### src/rtl/erc_pkg.sv
package erc_pkg;

    // Control decided for one exception capture
    typedef struct packed {
        logic take;      // capture allowed (exception and not EXL)
        logic use_prev;  // select preceding instruction address
        logic tag_en;    // compressed set enabled: bit 0 carries mode
        logic mode;      // mode tag written into bit 0
    } capt_ctl_t;

    // Decide whether the preceding instruction address is the restart point
    function automatic logic pick_prev(input logic delay_slot,
                                       input logic follows_ext,
                                       input logic mode16,
                                       input logic cmp_on);
        return delay_slot | (follows_ext & mode16 & cmp_on);
    endfunction

endpackage

### src/rtl/erc_strap_latch.sv
module erc_strap_latch (
    input  logic clk,
    input  logic rst,
    input  logic strap_pin,
    output logic cmp_on
);
    logic armed_q;
    logic strap_q;

    always_ff @(posedge clk) begin
        if (rst) begin
            armed_q <= 1'b1;
            strap_q <= 1'b0;
        end else if (armed_q) begin
            armed_q <= 1'b0;
            strap_q <= strap_pin;
        end
    end

    // In the sampling cycle itself the pin value is already in force
    assign cmp_on = armed_q ? strap_pin : strap_q;
endmodule

### src/rtl/erc_select.sv
module erc_select
    import erc_pkg::*;
#(
    parameter int W = 64
) (
    input  logic         exc_valid,
    input  logic         exl,
    input  logic [W-1:0] exc_pc,
    input  logic [W-1:0] prev_pc,
    input  logic         in_delay,
    input  logic         after_ext,
    input  logic         isa16,
    input  logic         cmp_on,
    output capt_ctl_t    ctl,
    output logic [W-1:0] cap_val
);
    logic [W-1:0] base;

    always_comb begin
        ctl.take     = exc_valid & ~exl;
        ctl.use_prev = pick_prev(in_delay, after_ext, isa16, cmp_on);
        ctl.tag_en   = cmp_on;
        ctl.mode     = isa16 & cmp_on;
        base         = ctl.use_prev ? prev_pc : exc_pc;
        cap_val      = base;
        if (ctl.tag_en) begin
            cap_val[0] = ctl.mode;
        end
    end
endmodule

### src/rtl/erc_reg.sv
module erc_reg
    import erc_pkg::*;
#(
    parameter int W = 64
) (
    input  logic         clk,
    input  logic         rst,
    input  capt_ctl_t    ctl,
    input  logic [W-1:0] cap_val,
    input  logic         sw_we,
    input  logic [W-1:0] sw_wdata,
    output logic [W-1:0] epc,
    output logic         bd
);
    always_ff @(posedge clk) begin
        if (rst) begin
            epc <= '0;
            bd  <= 1'b0;
        end else if (ctl.take) begin
            epc <= cap_val;
            bd  <= ctl.use_prev;
        end else if (sw_we) begin
            epc <= sw_wdata;
        end
    end
endmodule

### src/rtl/exc_restart_capture.sv
module exc_restart_capture
    import erc_pkg::*;
#(
    parameter int W = 64
) (
    input  logic         clk,
    input  logic         rst,
    input  logic         cmp_strap,
    input  logic         exc_valid,
    input  logic [W-1:0] exc_pc,
    input  logic [W-1:0] prev_pc,
    input  logic         in_delay,
    input  logic         after_ext,
    input  logic         isa16,
    input  logic         exl,
    input  logic         sw_we,
    input  logic [W-1:0] sw_wdata,
    output logic [W-1:0] epc,
    output logic         bd
);
    logic         cmp_on;
    capt_ctl_t    ctl;
    logic [W-1:0] cap_val;

    erc_strap_latch u_strap (
        .clk       (clk),
        .rst       (rst),
        .strap_pin (cmp_strap),
        .cmp_on    (cmp_on)
    );

    erc_select #(.W(W)) u_sel (
        .exc_valid (exc_valid),
        .exl       (exl),
        .exc_pc    (exc_pc),
        .prev_pc   (prev_pc),
        .in_delay  (in_delay),
        .after_ext (after_ext),
        .isa16     (isa16),
        .cmp_on    (cmp_on),
        .ctl       (ctl),
        .cap_val   (cap_val)
    );

    erc_reg #(.W(W)) u_reg (
        .clk      (clk),
        .rst      (rst),
        .ctl      (ctl),
        .cap_val  (cap_val),
        .sw_we    (sw_we),
        .sw_wdata (sw_wdata),
        .epc      (epc),
        .bd       (bd)
    );
endmodule

### config.mk
export PLATFORM = sky130hd
export DESIGN_NAME = exc_restart_capture
export DESIGN_NICKNAME = d
export VERILOG_FILES = /design/src/rtl/erc_pkg.sv /design/src/rtl/erc_strap_latch.sv /design/src/rtl/erc_select.sv /design/src/rtl/erc_reg.sv /design/src/rtl/exc_restart_capture.sv
export SDC_FILE = /design/constraint.sdc
export NUM_CORES = 1
export LEC_CHECK = 0
export BUFFER_PORTS_ARGS = -buffer_cell sky130_fd_sc_hd__buf_2
export CAP_MARGIN = 10
export CORE_AREA = 2 2 103 105
export CTS_CLUSTER_DIAMETER = 50
export DETAILED_ROUTE_END_ITERATION = 12
export DIE_AREA = 0 0 105 107
export PLACE_DENSITY = 0.76
export SETUP_SLACK_MARGIN = 0.02
export SLEW_MARGIN = 20
export SYNTH_ARGS = -nofsm -noshare
export SYNTH_HDL_FRONTEND = slang
export SYNTH_HIERARCHICAL = 1
export SYNTH_SLANG_ARGS = --single-unit
### constraint.sdc
create_clock -name clk -period 2 [get_ports clk]
set_input_delay 0.3 -clock clk [delete_from_list [all_inputs] [get_ports clk]]
set_output_delay 0.3 -clock clk [all_outputs]
set_load 0.02 [all_outputs]
# ---- Word-level counts from Yosys, hierarchy flattened
# Index checks and enable logic that the tools add are counted.
dict set report totals {
  register_bits 67
  out_inout_bits 65
}
dict set report op_classes {
  n_reduce_logical 1
  muxes 6
  bitwise_logic 6
}
# op n
set ops {}
lappend ops {{64-bit two-way mux} 3}
lappend ops {{1-bit AND} 4}
lappend ops {{1-bit two-way mux} 3}
lappend ops {{2-bit nonzero test} 1}
lappend ops {{1-bit NOT} 1}
lappend ops {{1-bit bitwise OR} 1}

# ---- Logic depth before layout (Yosys ltp)
# Gate-level depths: netlist of the first run.
dict set report depth {
  depth_word 6
  depth_mapped 6
  mapped_depth_nobuf 5
}

# ---- Modules after synthesis
# Netlist of the first run, hierarchy kept.
# module seq_area_each_um2 area_each_um2 instances cells_per_inst
set by_module_without_submodules {}
lappend by_module_without_submodules {erc_reg 1301.2 3046.7 1 287}
lappend by_module_without_submodules {erc_select 0.0 839.6 1 76}
lappend by_module_without_submodules {erc_strap_latch 40.0 68.8 1 4}

# ---- Worst setup path after synthesis of the first run
# OpenSTA, ideal clock, no wires.
dict set report synth_path {
  kind {flip-flop to flip-flop}
  start {register u_strap.armed_q}
  end {register u_reg.epc[13]}
  slack_ns 0.172
  arrival_ns 1.693
  setup_time_ns 0.135
  path_stages_with_launch 7
  t_required_ns 1.865
  n_path_buf 1
  period_less_slack_ns 1.828
  cell_sequence {dfxtp_1 mux2_4 a31oi_4 buf_6 mux2_2 nor2b_1 a211oi_2}
}
dict set report synth_between {
  elab_chain_len 5
}
# element line_no
set synth_lines {}
lappend synth_lines {{start: declaration} erc_strap_latch.sv:7} ;# logic armed_q;
lappend synth_lines {{start signal: assignment} erc_strap_latch.sv:12} ;# armed_q <= 1'b1;
lappend synth_lines {{start signal: assignment} erc_strap_latch.sv:15} ;# armed_q <= 1'b0;
lappend synth_lines {{1-bit two-way mux} erc_strap_latch.sv:21} ;# assign cmp_on = armed_q ? strap_pin : strap_q;
lappend synth_lines {{via cmp_on} exc_restart_capture.sv:21} ;# logic cmp_on;
lappend synth_lines {{1-bit AND} erc_pkg.sv:16} ;# return delay_slot | (follows_ext & mode16 & cmp_on);
lappend synth_lines {{1-bit bitwise OR} erc_pkg.sv:16}
lappend synth_lines {{64-bit two-way mux} erc_select.sv:24} ;# base = ctl.use_prev ? prev_pc : exc_pc;
lappend synth_lines {{via cap_val[13]} exc_restart_capture.sv:23} ;# logic [W-1:0] cap_val;
lappend synth_lines {{64-bit two-way mux} erc_reg.sv:19} ;# end else if (ctl.take) begin
lappend synth_lines {{end signal: assignment} erc_reg.sv:20} ;# epc <= cap_val;
lappend synth_lines {{end signal: assignment} erc_reg.sv:23} ;# epc <= sw_wdata;
lappend synth_lines {{end: declaration} erc_reg.sv:12} ;# output logic [W-1:0] epc,
# The timed path passes the listed nets, and every way through them passes these cells.
# A chain may end at the register's enable or synchronous reset.

# ---- Worst setup path after layout of the first run
dict set report layout_path {
  start {register u_strap.armed_q}
  end {register u_reg.epc[46]}
}
# The elaborated chain is that of the path after synthesis.

==> qor.csv, run 1 <==
metric;value;unit
Wirelength per Cell;15.7;um
number of iterations in the first detailed-routing pass;5;
net count after synthesis;567;
number of H-tree levels;3;
crit share post-route;94.6;%
final routed DRC violation total;0;
max-cap check violation count;0;
share of layout cells above drive strength 1;57.0;%
clock-pin slew on the worst setup and hold paths;0.08;ns
cell count after synthesis;366;
ratio of routed vias to standard cells;4.98;
worst setup skew after layout;0.00737;ns
Req. time, crit path;2.20;ns
Placer Congestion;0.800;
postcts setup bufs;0;
total count of max-transition violations in the final report;0;
clock buffers created by TritonCTS;9;
die area;11200;um2
Clk Tree Root Cell;sky130_fd_sc_hd__clkbuf_8;
Syn-to-layout area delta;40.4;%
Total Routed Length;12000;um
pin count of the biggest net entering global routing;68;
area occupied by multi-input gates;2350;um2
fin cells;759;
number of rows in the core area;37;
number of cells on the worst hold path;3;
number of routed nets with antenna violations;0;
startpoint-to-endpoint class of the critical path;reg -> reg;
hold_ws;0.307;ns
Avg Cell Area, Syn;10.8;um2
number of antenna violations at the first check in global routing;0;
aggregate negative setup slack;0;ns
number of nets at the end of the flow;819;
clock latency at the later pin of the worst-skew pair;0.33;ns
run status;finished clean;
Min-Delay Path Class;in -> reg;
final count of hold timing violations;0;
Synth Cell Area;3950;um2
die height;107;um
worst slack after detailed placement;0.0667;ns
most frequent standard cell in the layout excluding fill and tap cells;sky130_fd_sc_hd__buf_2;
crit start category;flop;
minimum setup slack among reg-to-reg paths;0.11;ns
DR iter-0 viols;164;
number of buffers on the longest clock path;2;
count of vias placed by the detailed router;3778;
post-cts hold buffer count;0;
setup repair after global routing missed its margin;no;
PD cells;649;nW/um2
Util after Layout;54.9;%
worst slew slack as a fraction of its limit;68.9;%
PortBufs;265;
maximum ir drop on the vdd rail;374;uV
Final Critical Period;1.89;ns
Die W;105;um
Core ar.;10100;um2
warning count from the yosys run;6;
first-pass GRT wire length;18200;um
count of endpoints failing setup in the final report;0;
initial cell density of the core;39.1;%
estimated wirelength of the detail-placed design;8690;um
clock net sink count;67;
depth of the most critical reg-to-reg path;6;
Worst Path Max Fanout;24;
leakage power total;2.72;nW
fill count;932;
commonest non-fill, non-tap cells in the layout;264 x sky130_fd_sc_hd__buf_2, 67 x sky130_fd_sc_hd__dfxtp_1, 66 x sky130_fd_sc_hd__mux2i_1;
remaining global-route overflow;0;
maximum operating frequency;528;MHz
Placed Cells;742;
via count of the first global-routing pass;3900;
arrival time worst endpoint;2.09;ns
area taken by flip-flops and latches;1340;um2
number of antenna cells inserted;0;
Ports;266;
clock tree from TritonCTS;built;
type of element capturing the critical path;flop;
slew at the pin closest to its max-slew limit;0.467;ns
post-cts gate resize count;0;
Worst Slack Setup Final;0.107;ns
global-route usage over all layers;19.9;%
## metal layers
metal | routed length (um) | global-route usage, %
met2 | 6280 | 36.5
met1 | 4690 | 22.2
met5 | 0 | 0
met4 | 201 | 6.95
met3 | 789 | 5.23
## flip-flops by register name, summed over array words and instances (netlist names)
register and flops:
u_strap/armed_q 1, u_reg/bd 1, u_reg/epc 64, u_strap/strap_q 1
## final timing paths
| path | startpoint | end |
|---|---|---|
| worst max register to register | u_strap/armed_q | u_reg/epc[46] |
| worst max-delay path | u_strap/armed_q | u_reg/epc[46] |
| worst min register to register | u_reg/bd | u_reg/bd |
| worst min-delay path | sw_wdata[52] | u_reg/epc[52] |
## metrics by stage
stage,total power (W),area (um2)
6_report,0.00360,5540
5_1_grt,0.00379,5540
4_1_cts,0.00364,5520
3_5_place_dp,0.00250,5320
3_3_place_gp,0.00247,5320
2_1_floorplan,0.00212,3950
## report_power, final
| group | leakage, nW | switching, W | internal [W] | total [W] |
|---|---|---|---|---|
| clock network | 0.0926 | 0.000514 | 0.000609 | 0.00112 |
| logic | 2.07 | 0.000484 | 0.000490 | 0.000974 |
| registers | 0.557 | 0.0000565 | 0.00144 | 0.00150 |
| total | 2.72 | 0.00105 | 0.00254 | 0.00360 |
## critical path, stage by stage (launching register included)
cell,delay (ns)
sky130_fd_sc_hd__dfxtp_1,0.33
sky130_fd_sc_hd__mux2_4,0.33
sky130_fd_sc_hd__a31oi_4,0.27
sky130_fd_sc_hd__buf_12,0.22
sky130_fd_sc_hd__mux2_2,0.35
sky130_fd_sc_hd__nor2b_1,0.15
sky130_fd_sc_hd__a211oi_1,0.08
## area by class of cell
type,instances,area share (%)
multi-input cells,264,42.4
repair buffers,274,26.6
flip-flops and latches,67,24.2
well taps,136,3.07
clock buffers,12,2.62
clock inverters,4,0.903
inverters,2,0.135
Power figures use the tool's default switching activity.
==> run 2, diff against run 1 <==
- BUFFER_PORTS_ARGS: -buffer_cell sky130_fd_sc_hd__buf_2 -> -buffer_cell sky130_fd_sc_hd__clkbuf_2
==> qor.csv, run 2 (same netlist as run 1, synthesis figures left out) <==
metric;value;unit
fill count;929;
estimated wirelength of the detail-placed design;8720;um
global-route usage over all layers;19.9;%
total net switching power;0.00103;W
Worst Path Max Fanout;33;
crit path launch;u_strap/armed_q;
Clk Tree Root Cell;sky130_fd_sc_hd__clkbuf_8;
count of vias placed by the detailed router;3726;
worst slew slack as a fraction of its limit;56.6;%
worst setup skew after layout;0.00587;ns
startpoint-to-endpoint class of the critical path;reg -> reg;
number of routed nets with antenna violations;0;
worst r2r src;u_strap/armed_q;
relative contribution of combinational cells to total power;26.6;%
startpoint of the most critical hold path;sw_wdata[52];
leakage power total;2.74;nW
count of endpoints failing setup in the final report;0;
setup repair after global routing missed its margin;no;
share of layout cells above drive strength 1;57.2;%
net switching share of the total power;28.4;%
maximum ir drop on the vdd rail;278;uV
CP cell instances;mux2_4 -> a31oi_4 -> buf_12 -> mux2_2 -> nor2b_1 -> a211oi_1;
Worst Slack Setup Final;0.125;ns
postcts setup bufs;0;
max-cap check violation count;0;
aggregate negative setup slack;0;ns
number of rows in the core area;37;
fin cells;757;
worst slack after detailed placement;0.117;ns
Wirelength per Cell;15.1;um
initial cell density of the core;39.1;%
post-cts hold buffer count;0;
number of buffers on the longest clock path;2;
Min-Delay Path Class;in -> reg;
number of iterations in the first detailed-routing pass;4;
commonest non-fill, non-tap cells in the layout;264 x sky130_fd_sc_hd__clkbuf_2, 67 x sky130_fd_sc_hd__dfxtp_1, 66 x sky130_fd_sc_hd__mux2i_1;
maximum single-stage delay on the critical path;0.37;ns
Req. time, crit path;2.20;ns
Die W;105;um
internal power;0.00259;W
Placer Congestion;0.784;
sequential power share;41.6;%
PortBufs;265;
most frequent standard cell in the layout excluding fill and tap cells;sky130_fd_sc_hd__clkbuf_2;
Placed Cells;743;
clock tree from TritonCTS;built;
crit path max-delay cell type;sky130_fd_sc_hd__mux2_2;
flip-flop count of the largest register after layout;64;
number of nets at the end of the flow;819;
crit start category;flop;
total count of max-transition violations in the final report;0;
clock latency at the later pin of the worst-skew pair;0.33;ns
minimum setup slack among reg-to-reg paths;0.12;ns
area taken by flip-flops and latches;1340;um2
slew at the pin closest to its max-slew limit;0.650;ns
crit share post-route;93.8;%
DR iter-0 viols;112;
clock-pin slew on the worst setup and hold paths;0.07;ns
number of antenna violations at the first check in global routing;0;
area occupied by multi-input gates;2350;um2
final routed DRC violation total;0;
arrival time worst endpoint;2.08;ns
clock buffers created by TritonCTS;9;
final count of hold timing violations;0;
first-pass GRT wire length;18100;um
type of element capturing the critical path;flop;
Ports;266;
dpl cell area;5330;um2
clock net sink count;67;
post-route design area;5530;um2
register with the most flip-flops;u_reg/epc;
Core ar.;10100;um2
maximum operating frequency;533;MHz
PD cells;655;nW/um2
Syn-to-layout area delta;40.1;%
Final Critical Period;1.88;ns
post-cts gate resize count;0;
die area;11200;um2
pin count of the biggest net entering global routing;65;
number of antenna cells inserted;0;
via count of the first global-routing pass;3850;
post-layout power;0.00362;W
die height;107;um
remaining global-route overflow;0;
Total Routed Length;11500;um
number of H-tree levels;3;
run status;finished clean;
ratio of routed vias to standard cells;4.92;
clock share of power;31.8;%
## run 2: cell types whose count changed in the layout (fill, tap and decap cells not counted)
| cell | change |
|---|---|
| sky130_fd_sc_hd__clkbuf_2 | +264 |
| sky130_fd_sc_hd__clkbuf_1 | -2 |
| sky130_fd_sc_hd__clkbuf_16 | -1 |
| sky130_fd_sc_hd__buf_4 | +1 |
| sky130_fd_sc_hd__clkbuf_8 | +2 |
| sky130_fd_sc_hd__clkinvlp_4 | -2 |
| sky130_fd_sc_hd__buf_2 | -264 |
## run 2: power groups by stage
stage / Clock [W] / Combinational [W] / Sequential [W]
5_1_grt: 0.00124 / 0.00104 / 0.00152
3_3_place_gp: 0 / 0.000946 / 0.00153
4_1_cts: 0.00119 / 0.000971 / 0.00151
2_1_floorplan: 0 / 0.000462 / 0.00166
3_5_place_dp: 0 / 0.000966 / 0.00153
6_report: 0.00115 / 0.000962 / 0.00151
## run 2: through the flow
stage / hold slack (ns) / util, %
final: 0.285 / 54.8
after global routing: 0.284 / 54.8
after CTS: 0.270 / 54.8
after detailed placement: 0.494 / 52.8
after global placement: 0.476 / 52.8
after floorplan: 0.328 / -
## run 2: path summary, 6_finish.rpt
kind	end	depth (start not counted)
max	u_reg/epc[33]	6
min	u_reg/epc[52]	3
max reg2reg	u_reg/epc[33]	6
min reg2reg	u_reg/bd	2
## run 2: layout make-up
class	count	share of cell area, %
clock buffers	12	2.99
clock inverters	2	0.633
inverters	2	0.136
multi-input cells	264	42.5
flip-flops and latches	67	24.3
well taps	136	3.08
repair buffers	274	26.4
## run 2: critical path: cells and delay by family, from the launching register on
family          cells  cell delay (ns)
compound gates      2             0.32
flops               1             0.33
buf+inv             1             0.24
simple gates        1             0.13
mux                 2             0.70
## run 2: metal layers
layer  track usage, %  wire length (um)  vias up
met5                0                 0        -
met4             6.76               173        0
met3             4.32               680       18
met2             37.9              6110      141
met1             21.8              4500     1727
li1                 -                 -     1840
==> run 3, diff against run 2 <==
- CORE_AREA: 2 2 103 105 -> 2 2 102 104
- DIE_AREA: 0 0 105 107 -> 0 0 104 106
- PLACE_DENSITY: 0.76 -> 0.73
- clock period: 2 -> 2.3 ns (I/O delays scaled with it)
==> qor.csv, run 3 (same netlist as run 1, synthesis figures left out) <==
metric;value;unit
metal3 WL;671;um
number of antenna violations at the first check in global routing;0;
leakage power total;2.72;nW
remaining global-route overflow;0;
PD cells;565;nW/um2
hold_ws;0.325;ns
count of vias placed by the detailed router;3802;
post-cts hold buffer count;0;
number of nets at the end of the flow;818;
global-route usage over all layers;20.5;%
postcts setup bufs;0;
setup repair after global routing missed its margin;no;
final routed DRC violation total;0;
ratio of routed vias to standard cells;5.02;
fin cells;757;
startpoint-to-endpoint class of the critical path;reg -> reg;
internal power;0.00223;W
share of layout cells above drive strength 1;56.8;%
flip-flop count of the largest register after layout;64;
top routing layer in use;met4;
post-cts gate resize count;0;
initial cell density of the core;39.5;%
number of H-tree levels;3;
maximum ir drop on the vdd rail;308;uV
Syn-to-layout area delta;39.4;%
pin count of the biggest net entering global routing;68;
Die W;104;um
final count of hold timing violations;0;
Wirelength per Cell;15.2;um
clock latency at the later pin of the worst-skew pair;0.34;ns
Placed Cells;742;
type of element capturing the critical path;flop;
sequential power share;42.1;%
clock buffers created by TritonCTS;9;
Ports;266;
register with the most flip-flops;u_reg/epc;
Min-Delay Path Class;in -> reg;
commonest non-fill, non-tap cells in the layout;264 x sky130_fd_sc_hd__clkbuf_2, 67 x sky130_fd_sc_hd__dfxtp_1, 66 x sky130_fd_sc_hd__mux2i_1;
crit share post-route;84.0;%
relative contribution of combinational cells to total power;26.6;%
number of buffer and inverter instances along the worst setup path;1;
arrival time worst endpoint;2.13;ns
estimated wirelength of the detail-placed design;8570;um
total count of max-transition violations in the final report;0;
via count of the first global-routing pass;3817;
number of routed nets with antenna violations;0;
CP cell instances;mux2_4 -> a31oi_4 -> buf_12 -> mux2_2 -> nor2b_1 -> a211oi_1;
maximum operating frequency;517;MHz
cell type group with the largest total delay on the critical path;multiplexers;
number of buffers on the longest clock path;2;
clock-pin slew on the worst setup and hold paths;0.07;ns
Placer Congestion;0.782;
crit path max-delay cell type;sky130_fd_sc_hd__mux2_2;
DR iter-0 viols;99;
detailed-route wire length on metal 1;4680;um
most frequent standard cell in the layout excluding fill and tap cells;sky130_fd_sc_hd__clkbuf_2;
worst slew slack as a fraction of its limit;70.7;%
first-pass GRT wire length;18300;um
aggregate negative setup slack;0;ns
slew at the pin closest to its max-slew limit;0.439;ns
Total Routed Length;11500;um
count of endpoints failing setup in the final report;0;
net switching share of the total power;28.4;%
crit start category;flop;
Worst Path Max Fanout;64;
Core ar.;10000;um2
Util after Layout;55.0;%
routed length on met2;5840;um
number of iterations in the first detailed-routing pass;4;
PortBufs;265;
number of antenna cells inserted;0;
max-cap check violation count;0;
clock tree from TritonCTS;built;
die height;106;um
run status;finished clean;
number of rows in the core area;37;
maximum single-stage delay on the critical path;0.38;ns
total net switching power;0.000883;W
die area;11000;um2
Clk Tree Root Cell;sky130_fd_sc_hd__clkbuf_8;
clock net sink count;67;
Final Critical Period;1.93;ns
clock share of power;31.3;%
Req. time, crit path;2.50;ns
worst setup skew after layout;0.00861;ns
run 3: cell count changes in the layout (fill, tap and decap cells not counted), sizes merged:
cell	previous run	this run
clkbuf	276	277
buf	10	9
run 3: area by class of cell:
| cell class | count | area [um2] |
|---|---|---|
| multi-input combinational | 264 | 2350 |
| tap | 136 | 170 |
| clock inverter | 2 | 35.0 |
| fill | 914 | 4500 |
| inverter | 2 | 7.51 |
| clock buffer | 13 | 159 |
| timing repair buffer | 273 | 1440 |
| sequential | 67 | 1340 |
run 3: per-stage QoR:
stage | total power (W) | setup WS (ns) | cell area (um2)
finish | 0.00311 | 0.367 | 5500
global route | 0.00328 | 0.293 | 5500
CTS | 0.00315 | 0.360 | 5500
detailed placement | 0.00217 | 0.293 | 5310
global placement | 0.00215 | 0.332 | 5310
floorplan | 0.00184 | 0.480 | 3950
run 3: path summary, 6_finish.rpt:
kind              startpoint            end  slack [ns]  cells after the start
min reg2reg    u_reg/epc[55]  u_reg/epc[55]        0.55                      2
min             sw_wdata[48]  u_reg/epc[48]        0.33                      3
max          u_strap/armed_q  u_reg/epc[39]        0.37                      6
max reg2reg  u_strap/armed_q  u_reg/epc[39]        0.37                      6
run 3: power groups by stage:
stage                     clock [W]  sequential, W  combinational, W
after global placement            0        0.00133          0.000816
final                      0.000973        0.00131          0.000828
after detailed placement          0        0.00133          0.000832
after floorplan                   0        0.00144          0.000402
after global routing        0.00106        0.00132          0.000897
after CTS                   0.00101        0.00131          0.000836
run 3: per-layer routing:
metal	vias up	track usage [%]
li1	1841	-
met2	172	37.9
met4	0	7.63
met3	27	4.41
met1	1762	23.0
met5	-	0
run 3: worst reg2reg max path: stages (launching register included):
cell and delay, ns:
sky130_fd_sc_hd__dfxtp_1 0.33, sky130_fd_sc_hd__mux2_4 0.33, sky130_fd_sc_hd__a31oi_4 0.20, sky130_fd_sc_hd__buf_12 0.32, sky130_fd_sc_hd__mux2_2 0.44, sky130_fd_sc_hd__nor2b_1 0.12, sky130_fd_sc_hd__a211oi_1 0.06
